### config.mk
export PLATFORM = sky130hd
export DESIGN_NAME = adc_scan_seq
export DESIGN_NICKNAME = d
export VERILOG_FILES = /design/src/rtl/adcseq_pkg.sv /design/src/rtl/adcseq_sync.sv /design/src/rtl/adcseq_timer.sv /design/src/rtl/adcseq_bus_drv.sv /design/src/rtl/adc_scan_seq.sv
export SDC_FILE = /design/constraint.sdc
export NUM_CORES = 1
export LEC_CHECK = 0
export BUFFER_PORTS_ARGS = -buffer_cell sky130_fd_sc_hd__buf_2
export CAP_MARGIN = 20
export CORE_ASPECT_RATIO = 0.8
export CORE_UTILIZATION = 51
export DETAILED_ROUTE_END_ITERATION = 7
export PLACE_DENSITY = 0.8
export RECOVER_POWER = 100
export SLEW_MARGIN = 20
export SYNTH_ARGS = -nofsm -noshare
export SYNTH_HDL_FRONTEND = slang
export SYNTH_HIERARCHICAL = 1
export SYNTH_SLANG_ARGS = --single-unit
### constraint.sdc
create_clock -name clk -period 4.65 [get_ports clk]
set_input_delay 0.6975 -clock clk [delete_from_list [all_inputs] [get_ports clk]]
set_output_delay 0.6975 -clock clk [all_outputs]
set_load 0.01 [all_outputs]
### src/rtl/adcseq_pkg.sv
package adcseq_pkg;

   typedef enum logic [2:0] {
      ST_IDLE,
      ST_SETUP,
      ST_WRLO,
      ST_HOLD,
      ST_WAIT,
      ST_RDLO,
      ST_STORE,
      ST_DONE
   } seq_state_t;

   function automatic int max2(int a, int b);
      return (a > b) ? a : b;
   endfunction

endpackage

### src/rtl/adcseq_sync.sv
module adcseq_sync #(
   parameter int   STAGES  = 2,
   parameter logic RST_VAL = 1'b1
) (
   input  logic clk,
   input  logic rst_n,
   input  logic d,
   output logic q
);

   generate
      if (STAGES == 0) begin : g_pass
         assign q = d;
      end else begin : g_chain
         logic [STAGES-1:0] sh_q;
         always_ff @(posedge clk or negedge rst_n) begin
            if (!rst_n) begin
               sh_q <= {STAGES{RST_VAL}};
            end else begin
               sh_q[0] <= d;
               for (int i = 1; i < STAGES; i++) begin
                  sh_q[i] <= sh_q[i-1];
               end
            end
         end
         assign q = sh_q[STAGES-1];
      end
   endgenerate

endmodule

### src/rtl/adcseq_timer.sv
module adcseq_timer #(
   parameter int CW = 8
) (
   input  logic          clk,
   input  logic          rst_n,
   input  logic          load,
   input  logic [CW-1:0] load_val,
   output logic          zero
);

   logic [CW-1:0] cnt_q;

   always_ff @(posedge clk or negedge rst_n) begin
      if (!rst_n) begin
         cnt_q <= '0;
      end else if (load) begin
         cnt_q <= load_val;
      end else if (cnt_q != '0) begin
         cnt_q <= cnt_q - 1'b1;
      end
   end

   assign zero = (cnt_q == '0);


   expired_stays_chk: assert property (@(posedge clk) disable iff (!rst_n)
      (zero && !load) |=> zero);

endmodule

### src/rtl/adcseq_bus_drv.sv
module adcseq_bus_drv
   import adcseq_pkg::*;
#(
   parameter int DW = 8
) (
   input  logic          clk,
   input  logic          rst_n,
   input  seq_state_t    nxt,
   input  logic [DW-1:0] code,
   output logic          cs_n,
   output logic          wr_n,
   output logic          rd_n,
   output logic          db_oe,
   output logic [DW-1:0] db_out
);

   logic sel_on;
   logic drive_on;

   assign sel_on   = (nxt == ST_SETUP) || (nxt == ST_WRLO) || (nxt == ST_HOLD) ||
                     (nxt == ST_WAIT)  || (nxt == ST_RDLO);
   assign drive_on = (nxt == ST_SETUP) || (nxt == ST_WRLO) || (nxt == ST_HOLD);

   always_ff @(posedge clk or negedge rst_n) begin
      if (!rst_n) begin
         cs_n   <= 1'b1;
         wr_n   <= 1'b1;
         rd_n   <= 1'b1;
         db_oe  <= 1'b0;
         db_out <= '0;
      end else begin
         cs_n  <= !sel_on;
         wr_n  <= (nxt != ST_WRLO);
         rd_n  <= (nxt != ST_RDLO);
         db_oe <= drive_on;
         if (nxt == ST_SETUP) begin
            db_out <= code;
         end
      end
   end


   data_hold_chk: assert property (@(posedge clk) disable iff (!rst_n)
      !wr_n |=> ($stable(db_out) && db_oe && !cs_n));

endmodule

### src/rtl/adc_scan_seq.sv
module adc_scan_seq
   import adcseq_pkg::*;
#(
   parameter int NUM_ENTRIES = 8,
   parameter int AW          = 8,
   parameter int CLK_NS      = 10,
   parameter int SETUP_CYC   = 10,
   parameter int WR_LOW_CYC  = 16,
   parameter int RD_LOW_CYC  = 25,
   parameter int DELAY_CYC   = 5000,
   parameter int TIMEOUT_CYC = 20000,
   parameter int SYNC_STAGES = 2
) (
   input  logic                        clk,
   input  logic                        rst_n,
   input  logic                        start,
   input  logic                        poll_mode,
   input  logic [AW-1:0]               base_addr,
   input  logic [NUM_ENTRIES-1:0][7:0] code_list,
   output logic                        cs_n,
   output logic                        wr_n,
   output logic                        rd_n,
   output logic                        db_oe,
   output logic [7:0]                  db_out,
   input  logic [7:0]                  db_in,
   input  logic                        intr_n,
   output logic                        busy,
   output logic                        done,
   output logic                        err,
   output logic                        mem_we,
   output logic [AW-1:0]               mem_addr,
   output logic [7:0]                  mem_wdata
);

   localparam int IW   = (NUM_ENTRIES > 1) ? $clog2(NUM_ENTRIES) : 1;
   localparam int MAXV = max2(max2(SETUP_CYC, WR_LOW_CYC),
                              max2(RD_LOW_CYC, max2(DELAY_CYC, TIMEOUT_CYC)));
   localparam int CW   = $clog2(MAXV + 1);

   // elaboration-time parameter checks
   generate
      if (NUM_ENTRIES < 1 || NUM_ENTRIES > 8) begin : g_bad_len
         $error("NUM_ENTRIES must be 1..8");
      end
      if (AW < IW) begin : g_bad_aw
         $error("AW too narrow for the entry index");
      end
      if (WR_LOW_CYC * CLK_NS < 150) begin : g_bad_wr
         $error("write strobe shorter than 150 ns");
      end
      if (SETUP_CYC * CLK_NS < 100) begin : g_bad_setup
         $error("data setup shorter than 100 ns");
      end
      if (RD_LOW_CYC * CLK_NS < 250) begin : g_bad_rd
         $error("read strobe shorter than data access time");
      end
      if (DELAY_CYC < 1 || TIMEOUT_CYC < 1) begin : g_bad_wait
         $error("wait windows must be at least one cycle");
      end
      if (WR_LOW_CYC + 1 <= SYNC_STAGES) begin : g_bad_sync
         $error("interrupt synchronizer slower than write phase");
      end
   endgenerate

   seq_state_t    state_q, state_d;
   logic [IW-1:0] idx_q, idx_d;
   logic          mode_q;
   logic [AW-1:0] base_q;
   logic [7:0]    data_q;
   logic          err_q;
   logic          intr_s;
   logic          tmr_zero;
   logic          tmr_load;
   logic [CW-1:0] tmr_val;
   logic          abort;
   logic          capture;
   logic          accept;

   adcseq_sync #(
      .STAGES  (SYNC_STAGES),
      .RST_VAL (1'b1)
   ) i_sync (
      .clk   (clk),
      .rst_n (rst_n),
      .d     (intr_n),
      .q     (intr_s)
   );

   function automatic logic [CW-1:0] dwell(seq_state_t s, logic poll);
      case (s)
         ST_SETUP: return CW'(SETUP_CYC - 1);
         ST_WRLO:  return CW'(WR_LOW_CYC - 1);
         ST_RDLO:  return CW'(RD_LOW_CYC - 1);
         ST_WAIT:  return poll ? CW'(TIMEOUT_CYC - 1) : CW'(DELAY_CYC - 1);
         default:  return '0;
      endcase
   endfunction

   assign accept = (state_q == ST_IDLE) && start;

   always_comb begin
      state_d = state_q;
      idx_d   = idx_q;
      abort   = 1'b0;
      capture = 1'b0;
      case (state_q)
         ST_IDLE: begin
            if (start) begin
               state_d = ST_SETUP;
               idx_d   = '0;
            end
         end
         ST_SETUP: if (tmr_zero) state_d = ST_WRLO;
         ST_WRLO:  if (tmr_zero) state_d = ST_HOLD;
         ST_HOLD:  state_d = ST_WAIT;
         ST_WAIT: begin
            if (mode_q) begin
               if (!intr_s) begin
                  state_d = ST_RDLO;
               end else if (tmr_zero) begin
                  state_d = ST_IDLE;
                  abort   = 1'b1;
               end
            end else if (tmr_zero) begin
               state_d = ST_RDLO;
            end
         end
         ST_RDLO: begin
            if (tmr_zero) begin
               state_d = ST_STORE;
               capture = 1'b1;
            end
         end
         ST_STORE: begin
            if (idx_q == IW'(NUM_ENTRIES - 1)) begin
               state_d = ST_DONE;
            end else begin
               idx_d   = idx_q + 1'b1;
               state_d = ST_SETUP;
            end
         end
         ST_DONE:  state_d = ST_IDLE;
         default:  state_d = ST_IDLE;
      endcase
   end

   assign tmr_load = (state_d != state_q);
   assign tmr_val  = dwell(state_d, mode_q);

   adcseq_timer #(
      .CW (CW)
   ) i_timer (
      .clk      (clk),
      .rst_n    (rst_n),
      .load     (tmr_load),
      .load_val (tmr_val),
      .zero     (tmr_zero)
   );

   always_ff @(posedge clk or negedge rst_n) begin
      if (!rst_n) begin
         state_q <= ST_IDLE;
         idx_q   <= '0;
         mode_q  <= 1'b0;
         base_q  <= '0;
         data_q  <= '0;
         err_q   <= 1'b0;
      end else begin
         state_q <= state_d;
         idx_q   <= idx_d;
         if (accept) begin
            mode_q <= poll_mode;
            base_q <= base_addr;
         end
         if (capture) begin
            data_q <= db_in;
         end
         if (accept) begin
            err_q <= 1'b0;
         end else if (abort) begin
            err_q <= 1'b1;
         end
      end
   end

   adcseq_bus_drv #(
      .DW (8)
   ) i_bus (
      .clk    (clk),
      .rst_n  (rst_n),
      .nxt    (state_d),
      .code   (code_list[idx_d]),
      .cs_n   (cs_n),
      .wr_n   (wr_n),
      .rd_n   (rd_n),
      .db_oe  (db_oe),
      .db_out (db_out)
   );

   assign busy      = (state_q != ST_IDLE);
   assign done      = (state_q == ST_DONE);
   assign err       = err_q;
   assign mem_we    = (state_q == ST_STORE);
   assign mem_addr  = base_q + AW'(idx_q);
   assign mem_wdata = data_q;


   strobe_needs_cs_chk: assert property (@(posedge clk) disable iff (!rst_n)
      (!wr_n || !rd_n) |-> !cs_n);


   poll_read_chk: assert property (@(posedge clk) disable iff (!rst_n)
      ($fell(rd_n) && mode_q) |-> !$past(intr_s));


   store_released_chk: assert property (@(posedge clk) disable iff (!rst_n)
      mem_we |-> cs_n);


   done_pulse_chk: assert property (@(posedge clk) disable iff (!rst_n)
      done |=> !done);


   done_after_store_chk: assert property (@(posedge clk) disable iff (!rst_n)
      done |-> $past(mem_we));


   abort_release_chk: assert property (@(posedge clk) disable iff (!rst_n)
      $rose(err) |-> (cs_n && !busy && !done));

endmodule

==> results of run 1 <==
## synth_stat cells, drive strengths merged, types with 3 or more instances
cell type,instances
a21oi,22
dfrtp,48
a22oi,17
or4,4
o21ai,16
a211o,8
nor3,6
nor3b,3
inv,16
or3,4
ha,5
a21o,3
mux2i,18
mux2,42
nand2,34
o31ai,4
buf,12
clkbuf,9
nor2,15
xnor2,8
dfstp,5
o22ai,3
xor2,9
a22o,8
## worst max-delay path: stages (launching register included)
cell and delay, ps:
dfrtp_1 740, ha_1 280, nand2_1 270, and2_0 450, o22ai_2 1130, mux2_2 430, nand2_1 70, a22oi_1 110
mux2_2 350
## registers in the layout, summed over array words and instances, names as in the netlist
| signal | flops |
|---|---|
| i_timer/cnt_q | 15 |
| base_q | 8 |
| i_bus/db_out | 8 |
| mem_wdata | 8 |
| idx_q | 3 |
| state_q | 3 |
| i_sync/g_chain.sh_q | 2 |
| err | 1 |
| i_bus/cs_n | 1 |
| i_bus/db_oe | 1 |
| i_bus/rd_n | 1 |
| i_bus/wr_n | 1 |
| mode_q | 1 |
## layout by cell type, fill, tap and decap left out, types with 5 or more instances in the layout
cell       n
mux2i_1   18
ha_1       5
clkbuf_1  34
a211o_1    8
nor3_1     6
a22oi_2    6
nand2_1   34
a22o_1     8
mux2_2    41
nor2_1    15
dfrtp_1   48
dfstp_2    5
buf_2     84
clkbuf_8   6
a22oi_1   11
xnor2_1    8
a21oi_1   22
inv_1     15
o21ai_0   14
xor2_1     9
## cells by family after synthesis
family | synth area share
compound gates | 0.1966
xor+xnor | 0.04171
fa+ha+maj | 0.02313
buf+inv | 0.05888
flops | 0.3733
mux | 0.1830
other cells | 0.001051
simple gates | 0.1223
## cell type report
class	instances	area share
multi-input combinational	261	0.4821
sequential	53	0.3199
timing repair buffer	119	0.1334
tap	84	0.02523
clock buffer	6	0.01983
inverter	17	0.01562
clock inverter	2	0.003905
## per-stage QoR
| stage | cells | util |
|---|---|---|
| finish | 542 | 0.6339 |
| global route | 542 | 0.6339 |
| CTS | 542 | 0.6453 |
| detailed placement | 534 | 0.6302 |
| global placement | 534 | 0.6302 |
| floorplan | 352 | - |
## power by group through the flow
| stage | registers [mW] | clock network, mW | logic (mW) |
|---|---|---|---|
| global route | 0.842 | 0.307 | 0.964 |
| floorplan | 0.802 | 0 | 0.652 |
| global placement | 0.806 | 0 | 0.883 |
| finish | 0.816 | 0.279 | 0.864 |
| detailed placement | 0.813 | 0 | 0.913 |
| CTS | 0.811 | 0.287 | 0.913 |
## worst max path at each step
stage | startpoint | end | slack [ps]
finish | idx_q[0]$_DFF_PN0_ | i_bus/db_out[2]$_DFFE_PN0N_ | 700
global route | idx_q[0]$_DFF_PN0_ | i_bus/db_out[2]$_DFFE_PN0N_ | 420
CTS | i_timer/cnt_q[0]$_DFFE_PN0P_ | i_bus/db_out[2]$_DFFE_PN0N_ | 1070
detailed placement | i_timer/cnt_q[0]$_DFFE_PN0P_ | i_bus/db_out[2]$_DFFE_PN0N_ | 1110
global placement | i_timer/cnt_q[0]$_DFFE_PN0P_ | i_bus/db_out[1]$_DFFE_PN0N_ | 1250
floorplan | i_timer/cnt_q[0]$_DFFE_PN0P_ | i_timer/cnt_q[1]$_DFFE_PN0P_ | 1180
## metal layers
layer  vias up  global-route usage  part of all wire
li1       1485                   -                 -
met5         -                   0                 0
met3         6             0.04266             0.055
met4         0             0.04030            0.0063
met2       107              0.3550              0.46
met1      1455              0.3276              0.47
==> flow_summary.toml, run 1 <==
[sta]
worst_slack_ps = 704.2
finalClockSkew_ps = 8.694
worst_pin_slew_ps = 2723
hold_viol_final = 0
rsz0062_at_grt = "no"
holdWs_ps = 360.7
finalSetupViolCount = 0
max_freq_ghz = 0.2534
drv_slew = 72
slew_headroom = -0.8151
min_period_ps = 3946
setup_tns_ps = 0
period_share = 0.8486

[synthesis]
synthFlopType = "dfrtp_1"
yosys_warnings = 6
ys_types = 59
synth_area_sq_um = 3570
synth_area_leaders = "dfrtp_1, mux2_2, mux2i_1"
ys_seq_area_frac = 0.3733
synth_area_leader_cell = "dfrtp_1"
syn_area_per_cell_sq_um = 10.20
synth_edf_count = 0
ys_ff_latch = 53
ys_async_sr_fraction = 1.000
synth_top_cell_area_share = 0.3365
synthCells = 350

[floorplan]
die-area_sq_um = 7340
dieWidth_um = 95.54
row_count = 26
fp.dieH_um = 76.83
start_util = 0.5432
coreArea_sq_um = 6571
ioPinCount = 117

[final_layout]
stdcell_area_sq_um = 4165
fin_nets = 548
final-seq-area_sq_um = 1333
nFillCells = 562
antenna_cells = 0
multiInputGateArea_sq_um = 2008
layout-drive-gt1-share = 0.3297
area_growth_pct = 16.68

[power]
power.share.clock = 0.143
combPwrFrac = 0.441
irDropWorstVdd_uv = 259.1
p_per_area_nw_per_um2 = 470.2
leakage_nw = 2.074
cell_internal_pwr_mw = 1.195
switchingPower_mw = 0.7635
switching_share = 0.3899
power_mw = 1.958
seq_power_share = 0.417

[global_routing]
gr-usage-all-layers = 0.2263
grt_pass1_wl_um = 13120
grt_max_degree = 54
first_global_vias = 2827
grt_overflow = 0
antenna_found_initial = 0

[detailed_routing]
firstDrtPassIters = 6
drcViolationCount = 0
vias_per_cell = 5.633
via_count = 3053
initialDrtViolationCount = 189
routed_wirelength_um = 8061
ant_nets = 0
wire_per_inst_um = 14.87

[cts]
cts_buffers = 5
cts_tree = "built"
clk_pin_slew_ps = 100
clk_path_buf_depth = 2
cts-hold-fix-buffers = 0
clock-root-buffer = "clkbuf_8"
cts_resized = 0
cts_max_level = 2
cts_setup_buffers = 0
clock_sinks = 53
clkLatencyLatePin_ps = 310

[worst_hold_path]
worstHoldEndpoint = "i_sync/g_chain.sh_q[1]$_DFF_PN1_"
hp-class = "flip-flop to flip-flop"
hp-start = "i_sync/g_chain.sh_q[0]$_DFF_PN1_"
holdPathStages = 0

[critical_path]
required_ps = 4850
r2r_start = "idx_q[0]$_DFF_PN0_"
path_class = "flip-flop to flip-flop"
rr_endpoint = "i_bus/db_out[2]$_DFFE_PN0N_"
arrival_ps = 4150
worstPathMaxFanout = 25
critPathLaunchType = "flip-flop"
ff2ff_path_depth = 8
cp-end-kind = "flip-flop"
reg2reg_slack_ps = 700

[placed_design]
dpl_worst_slack_ps = 1109
place_area_sq_um = 4141
dpl.hpwl_um = 6059
portBuffers = 116
gp_congestion = 0.8185

[status]
status = "finished with violations"
violations = "capacitance limit, slew limit"

[job]
maxCapViolCount = 2
Power figures use the tool's default switching activity.
==> run 2, diff against run 1 <==
ABC_AREA = 1   (was default)
CORE_UTILIZATION = 47   (was 51)
PLACE_DENSITY = 0.77   (was 0.8)
clock period = 3.5 ns   (was 4.65 ns; I/O delays follow)
==> flow_summary.toml, run 2 <==
[synthesis]
synth_edf_count = 0
ys_types = 38
synth.mux.area_fraction = 0.02312
synth_top_cell_area_share = 0.3083
ys_seq_area_frac = 0.3420
synthCells = 560
synth-xor-area-share = 0.02697
synthFlopType = "dfrtp_1"
synth_area_leaders = "dfrtp_1, nand2_1, nand3_1"
post-synth-top-count-cell = "nand2_1"
ys_ff_latch = 53
synth_area_sq_um = 3896
yosys_warnings = 6
synth_top_family_by_area = "simple AND/OR/NAND/NOR gates"
synth-simple-area-share = 0.4078
synth_commonest_cells = "nand2_1, inv_1, nand3_1"
syn_area_per_cell_sq_um = 6.958
synth_area_leader_cell = "dfrtp_1"
ys_async_sr_fraction = 1.000
synth_compound_area_frac = 0.04432
synthAdderAreaFrac = 0.02119

[cts]
cts_resized = 0
cts_max_level = 2
cts_tree = "built"
clock_sinks = 53
cts-hold-fix-buffers = 0
clk_pin_slew_ps = 90
cts_setup_buffers = 0
clock-root-buffer = "clkbuf_8"
clk_path_buf_depth = 2
cts_buffers = 5
clkLatencyLatePin_ps = 310

[placed_design]
place_area_sq_um = 4536
dpl_worst_slack_ps = 576.1
gp_congestion = 0.9268
portBuffers = 116
dpl.hpwl_um = 7349

[critical_path]
required_ps = 3700
cp-end-kind = "flip-flop"
path_class = "flip-flop to flip-flop"
worstPathMaxFanout = 9
critPathLaunchType = "flip-flop"
arrival_ps = 3230

[sta]
period_share = 0.8680
worst_slack_ps = 462.0
finalSetupViolCount = 0
setup_tns_ps = 0
max_freq_ghz = 0.3292
hold_viol_final = 0
slew_headroom = -0.08168
min_period_ps = 3038
finalClockSkew_ps = 10.37
rsz0062_at_grt = "no"
worst_pin_slew_ps = 1623
drv_slew = 30

[power]
leakage_nw = 2.641
p_per_area_nw_per_um2 = 611.5
irDropWorstVdd_uv = 370.4

[global_routing]
grt_overflow = 0
grt_max_degree = 34
gr-usage-all-layers = 0.2282
grt_pass1_wl_um = 16170
first_global_vias = 3564
antenna_found_initial = 0

[detailed_routing]
via_count = 3822
wire_per_inst_um = 12.07
routed_wirelength_um = 9427
drcViolationCount = 0
initialDrtViolationCount = 246
ant_nets = 0
firstDrtPassIters = 5
vias_per_cell = 4.894

[status]
status = "finished with violations"
violations = "capacitance limit, slew limit"

[final_layout]
final_cell_mix = "nand2_1, inv_1, nand3_1"
fin_nets = 763
layout-drive-gt1-share = 0.2065
largest_register_ffs = 15
regMostFlops = "i_timer/cnt_q"
area_growth_pct = 15.57
stdcell_area_sq_um = 4503
layout_commonest_cell = "nand2_1"
antenna_cells = 0

[job]
maxCapViolCount = 1

[floorplan]
ioPinCount = 117
coreArea_sq_um = 7983
die-area_sq_um = 8660
start_util = 0.4881
row_count = 29
fp.dieH_um = 83.44
dieWidth_um = 103.8

[worst_hold_path]
hp-class = "input port to flip-flop"
[run 2: per-stage QoR]
| step | hold slack (ps) | cells | util | power [mW] |
|---|---|---|---|---|
| after floorplan | 229.4 | 562 | - | 2.104 |
| after global placement | 349.6 | 773 | 0.5682 | 2.474 |
| after detailed placement | 347.8 | 773 | 0.5682 | 2.514 |
| after CTS | 263.3 | 781 | 0.5790 | 2.875 |
| after global routing | 293.6 | 781 | 0.5641 | 3.025 |
| final | 309.9 | 781 | 0.5641 | 2.754 |
[run 2: kinds of logic (layout without fill, tap and decap cells)]
group           after synthesis  count (layout)
compound gates               31              31
buf+inv                     125             236
flops                        53              53
mux                           8               8
other cells                   1               3
fa+ha+maj                     6               6
xor+xnor                     12              12
simple gates                324             324
[run 2: area by class of cell]
| type | instances | area [sq um] |
|---|---|---|
| Tap cell | 108 | 135.1 |
| Fill cell | 789 | 3480 |
| Clock buffer | 5 | 68.82 |
| Timing Repair Buffer | 119 | 559.3 |
| Multi-Input combinational cell | 384 | 1977 |
| Sequential cell | 53 | 1333 |
| Clock inverter | 3 | 17.52 |
| Inverter | 109 | 412.9 |
[run 2: routing by layer]
| layer | up-vias | global-route usage | routed length [um] |
|---|---|---|---|
| li1 | 1953 | - | - |
| met1 | 1712 | 0.3303 | 4606 |
| met2 | 146 | 0.3624 | 4196 |
| met3 | 11 | 0.03297 | 524 |
| met4 | 0 | 0.04935 | 100 |
| met5 | - | 0 | 0 |
[run 2: worst paths after layout]
kind                                                        from                          endpoint  slack, ps  cells past startpoint
worst min-delay path                                      intr_n  i_sync/g_chain.sh_q[0]$_DFF_PN1_        310                      1
worst min register to register  i_sync/g_chain.sh_q[0]$_DFF_PN1_  i_sync/g_chain.sh_q[1]$_DFF_PN1_        370                      0
min in group asynchronous                                  rst_n                   err$_DFFE_PN0P_        610                      1
worst max-delay path                i_timer/cnt_q[0]$_DFFE_PN0P_      i_timer/cnt_q[0]$_DFFE_PN0P_        460                     17
max in group asynchronous                                  rst_n       i_bus/db_out[4]$_DFFE_PN0N_       1040                      2
worst max register to register      i_timer/cnt_q[0]$_DFFE_PN0P_      i_timer/cnt_q[0]$_DFFE_PN0P_        460                     17
[run 2: critical path: stages, from the launching register on]
cell and delay (ps):
dfrtp_1 420, inv_1 110, ha_1 200, nand2_1 180, nor2_8 210, nand4_4 120, inv_1 150, inv_1 100
nor2_1 170, nor2_1 70, nor2_1 110, nand3b_2 160, inv_1 110, a21oi_1 60, nand2_1 200, inv_1 200
nand3_1 250, o21ai_0 110
[run 2: report_power, final]
part	switching (mW)	leakage (nW)	internal [mW]
logic	0.917	1.94	0.482
registers	0.166	0.652	0.839
clock network	0.211	0.0439	0.139
total	1.29	2.64	1.46
